### src/rtl/dra_pkg.sv
package dra_pkg;
  typedef logic [1:0] rail_t;

  localparam rail_t RAIL_NULL = 2'b00;
  localparam rail_t RAIL_LO   = 2'b01;
  localparam rail_t RAIL_HI   = 2'b10;
  localparam rail_t RAIL_BAD  = 2'b11;

  typedef enum logic [1:0] {CK_NONE, CK_KILL, CK_GEN, CK_PROP} carry_kind_e;

  function automatic logic rail_ok(rail_t r);
    return (r == RAIL_LO) || (r == RAIL_HI);
  endfunction

  function automatic rail_t rail_of(logic v);
    return v ? RAIL_HI : RAIL_LO;
  endfunction

  // Classify a position from its two operand pairs.
  function automatic carry_kind_e classify(rail_t a, rail_t b);
    if (!rail_ok(a) || !rail_ok(b)) return CK_NONE;
    if (a != b) return CK_PROP;
    return a[1] ? CK_GEN : CK_KILL;
  endfunction
endpackage

### src/rtl/dra_capture.sv
module dra_capture import dra_pkg::*; #(
  parameter int WIDTH = 32,
  localparam int RW = 2 * WIDTH
) (
  input  logic          clk,
  input  logic          rst,
  input  logic [RW-1:0] a_in,
  input  logic [RW-1:0] b_in,
  input  logic [1:0]    cin_in,
  output logic [RW-1:0] a_q,
  output logic [RW-1:0] b_q,
  output logic [1:0]    cin_q,
  output logic          err_q
);
  logic [WIDTH:0] bad_pos;

  for (genvar i = 0; i < WIDTH; i++) begin : g_bad
    assign bad_pos[i] = (a_q[2*i +: 2] == RAIL_BAD) || (b_q[2*i +: 2] == RAIL_BAD);
  end
  assign bad_pos[WIDTH] = (cin_q == RAIL_BAD);

  always_ff @(posedge clk) begin
    if (rst) begin
      a_q   <= '0;
      b_q   <= '0;
      cin_q <= RAIL_NULL;
      err_q <= 1'b0;
    end else begin
      a_q   <= a_in;
      b_q   <= b_in;
      cin_q <= cin_in;
      err_q <= err_q | (|bad_pos);
    end
  end

  // an illegal captured pair flags err on the next edge
  assert_err_sets_R9: assert property (@(posedge clk) disable iff (rst)
    (|bad_pos) |=> err_q);
  // err is sticky until reset
  assert_err_sticky_R9: assert property (@(posedge clk) disable iff (rst)
    err_q |=> err_q);
endmodule

### src/rtl/dra_carry_chain.sv
module dra_carry_chain import dra_pkg::*; #(
  parameter int WIDTH = 32,
  localparam int RW = 2 * WIDTH
) (
  input  logic          clk,
  input  logic          rst,
  input  logic [RW-1:0] a_q,
  input  logic [RW-1:0] b_q,
  input  logic [1:0]    cin_q,
  output logic [RW-1:0] carry_q
);
  for (genvar i = 0; i < WIDTH; i++) begin : g_cell
    rail_t       c_in;
    rail_t       c_next;
    carry_kind_e kind;

    if (i == 0) begin : g_first
      assign c_in = cin_q;
    end else begin : g_rest
      assign c_in = carry_q[2*(i-1) +: 2];
    end

    assign kind = classify(a_q[2*i +: 2], b_q[2*i +: 2]);

    always_comb begin
      unique case (kind)
        CK_KILL: c_next = RAIL_LO;
        CK_GEN:  c_next = RAIL_HI;
        CK_PROP: c_next = rail_ok(c_in) ? c_in : RAIL_NULL;
        default: c_next = RAIL_NULL;
      endcase
    end

    always_ff @(posedge clk) begin
      if (rst) carry_q[2*i +: 2] <= RAIL_NULL;
      else     carry_q[2*i +: 2] <= c_next;
    end

    // two equal operand bits settle the carry on the next edge
    assert_kill_early_R3: assert property (@(posedge clk) disable iff (rst)
      (a_q[2*i +: 2] == RAIL_LO && b_q[2*i +: 2] == RAIL_LO) |=> carry_q[2*i +: 2] == RAIL_LO);
    assert_gen_early_R3: assert property (@(posedge clk) disable iff (rst)
      (a_q[2*i +: 2] == RAIL_HI && b_q[2*i +: 2] == RAIL_HI) |=> carry_q[2*i +: 2] == RAIL_HI);
    // internal carry pairs are never illegal
    assert_carry_legal_R1: assert property (@(posedge clk) disable iff (rst)
      $onehot0(carry_q[2*i +: 2]));
  end
endmodule

### src/rtl/dra_sum_stage.sv
module dra_sum_stage import dra_pkg::*; #(
  parameter int WIDTH = 32,
  localparam int RW = 2 * WIDTH
) (
  input  logic          clk,
  input  logic          rst,
  input  logic [RW-1:0] a_q,
  input  logic [RW-1:0] b_q,
  input  logic [1:0]    cin_q,
  input  logic [RW-1:0] carry_q,
  output logic [RW-1:0] sum_q,
  output logic [1:0]    cout_q
);
  for (genvar i = 0; i < WIDTH; i++) begin : g_bit
    rail_t c_in;
    rail_t s_next;

    if (i == 0) begin : g_first
      assign c_in = cin_q;
    end else begin : g_rest
      assign c_in = carry_q[2*(i-1) +: 2];
    end

    always_comb begin
      if (rail_ok(a_q[2*i +: 2]) && rail_ok(b_q[2*i +: 2]) && rail_ok(c_in))
        s_next = rail_of(a_q[2*i+1] ^ b_q[2*i+1] ^ c_in[1]);
      else
        s_next = RAIL_NULL;
    end

    always_ff @(posedge clk) begin
      if (rst) sum_q[2*i +: 2] <= RAIL_NULL;
      else     sum_q[2*i +: 2] <= s_next;
    end

    // sum pairs never carry the illegal code
    assert_sum_legal_R1: assert property (@(posedge clk) disable iff (rst)
      $onehot0(sum_q[2*i +: 2]));
    // an illegal operand pair leaves its sum empty
    assert_bad_empty_R9: assert property (@(posedge clk) disable iff (rst)
      (a_q[2*i +: 2] == RAIL_BAD || b_q[2*i +: 2] == RAIL_BAD) |=> sum_q[2*i +: 2] == RAIL_NULL);
    // an empty operand pair leaves its sum empty
    assert_empty_hold_R8: assert property (@(posedge clk) disable iff (rst)
      (a_q[2*i +: 2] == RAIL_NULL || b_q[2*i +: 2] == RAIL_NULL) |=> sum_q[2*i +: 2] == RAIL_NULL);
  end

  always_ff @(posedge clk) begin
    if (rst) cout_q <= RAIL_NULL;
    else     cout_q <= carry_q[RW-2 +: 2];
  end

  assert_cout_legal_R1: assert property (@(posedge clk) disable iff (rst)
    $onehot0(cout_q));
endmodule

### src/rtl/dra_completion.sv
module dra_completion import dra_pkg::*; #(
  parameter int WIDTH = 32,
  localparam int RW = 2 * WIDTH
) (
  input  logic          clk,
  input  logic          rst,
  input  logic [RW-1:0] sum_q,
  input  logic [1:0]    cout_q,
  output logic          done_q
);
  logic [WIDTH-1:0] pos_full;
  logic [WIDTH-1:0] pos_empty;
  logic             all_full;
  logic             all_empty;

  for (genvar i = 0; i < WIDTH; i++) begin : g_det
    assign pos_full[i]  = rail_ok(sum_q[2*i +: 2]);
    assign pos_empty[i] = (sum_q[2*i +: 2] == RAIL_NULL);
  end

  assign all_full  = (&pos_full) && rail_ok(cout_q);
  assign all_empty = (&pos_empty) && (cout_q == RAIL_NULL);

  always_ff @(posedge clk) begin
    if (rst)            done_q <= 1'b0;
    else if (all_full)  done_q <= 1'b1;
    else if (all_empty) done_q <= 1'b0;
  end

  // done only rises on a fully valid result
  assert_done_rise_full_R6: assert property (@(posedge clk) disable iff (rst)
    $rose(done_q) |-> all_full);
  // done only falls once every output has emptied
  assert_done_fall_empty_R6: assert property (@(posedge clk) disable iff (rst)
    $fell(done_q) |-> all_empty);
endmodule

### src/rtl/dr_adder_top.sv
module dr_adder_top import dra_pkg::*; #(
  parameter int WIDTH = 32,
  localparam int RW = 2 * WIDTH
) (
  input  logic          clk,
  input  logic          rst,
  input  logic [RW-1:0] a_rails,
  input  logic [RW-1:0] b_rails,
  input  logic [1:0]    cin_rails,
  output logic [RW-1:0] sum_rails,
  output logic [1:0]    cout_rails,
  output logic          done,
  output logic          err
);
  logic [RW-1:0] a_q;
  logic [RW-1:0] b_q;
  logic [1:0]    cin_q;
  logic [RW-1:0] carry_q;

  dra_capture #(.WIDTH(WIDTH)) u_capture (
    .clk(clk), .rst(rst),
    .a_in(a_rails), .b_in(b_rails), .cin_in(cin_rails),
    .a_q(a_q), .b_q(b_q), .cin_q(cin_q), .err_q(err)
  );

  dra_carry_chain #(.WIDTH(WIDTH)) u_chain (
    .clk(clk), .rst(rst),
    .a_q(a_q), .b_q(b_q), .cin_q(cin_q), .carry_q(carry_q)
  );

  dra_sum_stage #(.WIDTH(WIDTH)) u_sum (
    .clk(clk), .rst(rst),
    .a_q(a_q), .b_q(b_q), .cin_q(cin_q), .carry_q(carry_q),
    .sum_q(sum_rails), .cout_q(cout_rails)
  );

  dra_completion #(.WIDTH(WIDTH)) u_done (
    .clk(clk), .rst(rst),
    .sum_q(sum_rails), .cout_q(cout_rails), .done_q(done)
  );

  // reset leaves every output pair empty on the next cycle
  assert_reset_empty_R10: assert property (@(posedge clk)
    $past(rst) |-> (sum_rails == '0 && cout_rails == RAIL_NULL && !done && !err));
endmodule

### config.mk
export PLATFORM = sky130hd
export DESIGN_NAME = dr_adder_top
export DESIGN_NICKNAME = d
export VERILOG_FILES = /design/src/rtl/dra_pkg.sv /design/src/rtl/dra_capture.sv /design/src/rtl/dra_carry_chain.sv /design/src/rtl/dra_sum_stage.sv /design/src/rtl/dra_completion.sv /design/src/rtl/dr_adder_top.sv
export SDC_FILE = /design/constraint.sdc
export NUM_CORES = 1
export LEC_CHECK = 0
export BUFFER_PORTS_ARGS = -buffer_cell sky130_fd_sc_hd__buf_4
export CAP_MARGIN = 20
export CORE_MARGIN = 2
export CORE_UTILIZATION = 47
export CTS_CLUSTER_DIAMETER = 200
export DETAILED_ROUTE_END_ITERATION = 6
export GPL_TIMING_DRIVEN = 0
export PLACE_DENSITY = 0.69
export SLEW_MARGIN = 40
export SYNTH_ARGS = -nofsm -noshare
export SYNTH_HDL_FRONTEND = slang
export SYNTH_SLANG_ARGS = --single-unit
### constraint.sdc
create_clock -name clk -period 1.7 [get_ports clk]
set_input_delay 0.34 -clock clk [delete_from_list [all_inputs] [get_ports clk]]
set_output_delay 0.34 -clock clk [all_outputs]
set_load 0.005 [all_outputs]
==> results by group <==
STA
  – Slew Limit Fails: 0
  – FMAX: 574 MHz
  – Worst slew pin tran: 0.853 ns
  – Fin. Hold Viols: 0
  – Worst-case hold slack: 0.0151 ns
  – Finish-stage setup viols: 1
  – Fin Clk Skew: 0.0127 ns
  – Period utilization: 103%
  – RSZ-0062 raised after global routing: true
  – Rel. slew slack: 42.6%
  – Clock period minus worst slack: 1.74 ns
  – Post-route setup slack: -0.0429 ns

Setup path
  – Worst path arrival time: 2.11 ns
  – CP required: 2.07 ns
  – CP Launch Type: flop
  – Critical path endpoint category: flop
  – CP Max Fanout: 4
  – CP Class: reg -> reg

Job
  – Max Cap Violations: 0

Clock tree
  – Clock root cell: clkbuf_16
  – Clock buffer depth: 3
  – Num Clock Sinks: 262
  – CTS tree: built
  – H-tree levels: 1
  – Clk pin slew, worst setup/hold paths: 0.06 ns
  – Worst skew pair latency: 0.54 ns
  – Num CTS Buffers: 28

Detailed routing
  – Final WL: 27800 um
  – Remaining antenna violation count: 0
  – # DRC: 0
  – Wire per inst: 14.7 um
  – First drt pass iteration count: 5
  – Initial DRC count: 316
  – Vias/cell: 4.88
  – Vias: 9195

Pwr
  – Net Sw Power: 3.21 mW
  – Pint: 10.8 mW
  – Sequential power share: 46.6%
  – Cell area power density: 899 nW/um2
  – Maximum vdd drop: 0.000665 V
  – Clock share of power: 43.8%
  – Switching Share: 22.9%
  – Leak: 6.53 nW
  – Comb power frac: 9.6%
  – Final Power: 14.0 mW

Finish
  – Area delta synth->final: 31.4%
  – Ratio of cells with drive above 1 in the final layout: 17.6%
  – Core Util, Final: 62.5%
  – Final net count: 1829

Global routing
  – First-pass GRT wire length: 44300 um
  – Total track usage: 21.0%
  – GRT overflow: 0
  – Vias in the first global route: 9259
  – Largest net degree at the start of global routing: 15
  – Initial antenna violation count: 1

Synth
  – Synth unique cells: 26
  – Post-Syn Area: 11900 um2
  – Syn_nets: 1530
  – Synth top area cells: dfxtp_1 (44%), ha_1 (17%), nor2b_1 (7.0%)
  – Most common cell in the synthesized netlist: dfxtp_1
  – Top FF cell, synth: dfxtp_1
  – Avg Cell Area, Syn: 9.61 um2
  – Synth async-reset ratio: 0%
  – Commonest cells post-synth: dfxtp_1 (262), ha_1 (162), inv_1 (159)
  – Register area share after synthesis: 44.2%
  – EDFF count, synth: 0
  – YS warnings: 0
  – Largest area contributor in the netlist: dfxtp_1
  – Yosys top cell area share: 44.2%
  – #FFs+latches synth: 262
  – Post-Synthesis Cells: 1236

Placement
  – Placer Congestion: 0.807
  – Port Buffer Count: 198
  – Hpwl dp: 21100 um

Floorplan
  – Core area: 25000 um2
  – Starting Density: 47.6%
  – Vertical die dimension: 163 um
  – Full die area: 26500 um2
  – FP Rows: 58
  – Die Wd: 163 um
  – Ports: 200

Status
  – Status: complete, but fails checks
  – Violated checks: setup timing

Hold path
  – Hold crit path type: in -> reg
[cell usage in the layout, fill, tap and decap left out, drive strengths merged]
master	instances
a21oi	64
nand4b	1
nand2	12
nand4	17
buf	203
and3	1
clkinv	4
bufinv	2
nand2b	1
nor3	33
nor4	20
dfxtp	262
clkinvlp	1
a31oi	1
clkbuf	58
ha	162
a41oi	1
nor2	63
xor2	47
nand3b	32
dlygate4sd3	69
diode	1
inv	159
nor3b	32
o21ai	90
xnor2	52
a31o	1
nor2b	132
a21o	3
o21bai	32
[flip-flops by register name, summed over array words and instances (netlist names)]
name                 flops
u_capture.a_q           64
u_chain.g_cell.c_in     62
u_sum.cout_q             2
u_chain.carry_q          2
u_capture.err_q          1
u_capture.cin_q          2
u_done.done_q            1
u_capture.b_q           64
u_sum.sum_q             64
[power by group through the flow]
stage	Combinational [mW]	Sequential, mW	Clock, mW
floorplan	0.745	6.62	0
global placement	1.14	6.66	0
detailed placement	1.18	6.66	0
CTS	1.34	6.53	6.27
global route	1.52	6.56	6.53
finish	1.35	6.53	6.14
[metrics by stage]
step | worst slack [ns] | cell area (um2) | std cells | TNS, ns
after floorplan | 0.310 | 11900 | 1236 | 0
after global placement | -0.288 | 13800 | 1764 | -0.348
after detailed placement | -0.255 | 13800 | 1764 | -0.302
after CTS | -0.0424 | 15500 | 1883 | -0.0424
after global routing | -0.133 | 15600 | 1886 | -0.133
final | -0.0429 | 15600 | 1886 | -0.0429
[layer usage]
metal	GRT usage [%]	routed length [um]	share of wire (%)
met5	0.379	0	0
met4	7.32	902	3.2
met3	3.51	1340	4.8
met2	37.6	13500	49
met1	25.4	12000	43
[what timing repair did]
item                                   CTS  global route
pin swaps                                5             6
gates resized for setup                 22            13
hold buffers                            67             2
setup buffers                            2             0
endpoints found under the hold margin   67             2
setup endpoints to repair                2             2
[final timing paths]
check                            startpoint                      endpoint  slack (ns)  cells after the start
max            u_capture.a_q[17]$_SDFF_PP0_    u_capture.err_q$_SDFF_PP0_       -0.04                      5
min                             a_rails[35]  u_capture.a_q[35]$_SDFF_PP0_        0.02                      2
max reg2reg    u_capture.a_q[17]$_SDFF_PP0_    u_capture.err_q$_SDFF_PP0_       -0.04                      5
min reg2reg  u_chain.carry_q[63]$_SDFF_PP0_    u_sum.cout_q[1]$_SDFF_PP0_        0.45                      1
[kinds of logic (layout without fill, tap and decap cells)]
logic type | after synthesis | count (layout) | share of synthesized area [%]
adders and majority gates | 162 | 162 | 17.1
buffers and inverters | 177 | 496 | 5.63
other | 0 | 1 | 0
DFF | 262 | 262 | 44.2
and+or+nand+nor | 344 | 344 | 16.9
AOI/OAI and AO/OA | 192 | 192 | 8.91
xor gates and xnor gates | 99 | 99 | 7.30
[critical path: stages, from the launching register on]
cell	delay [ns]
dfxtp_4	0.36
ha_4	0.16
nor4_4	0.31
nand4_1	0.27
nor4_2	0.32
a41oi_1	0.15
[final cells by class]
type / count / area (um2)
fillers: 2107 / 9370
multi-input cells: 797 / 6110
plain buffers: 18 / 71.3
well taps: 330 / 413
inverters: 159 / 597
diodes: 1 / 2.50
flip-flops and latches: 262 / 5260
repair buffers: 269 / 2190
clock buffers: 43 / 847
clock inverters: 7 / 103
Power figures use the tool's default switching activity.
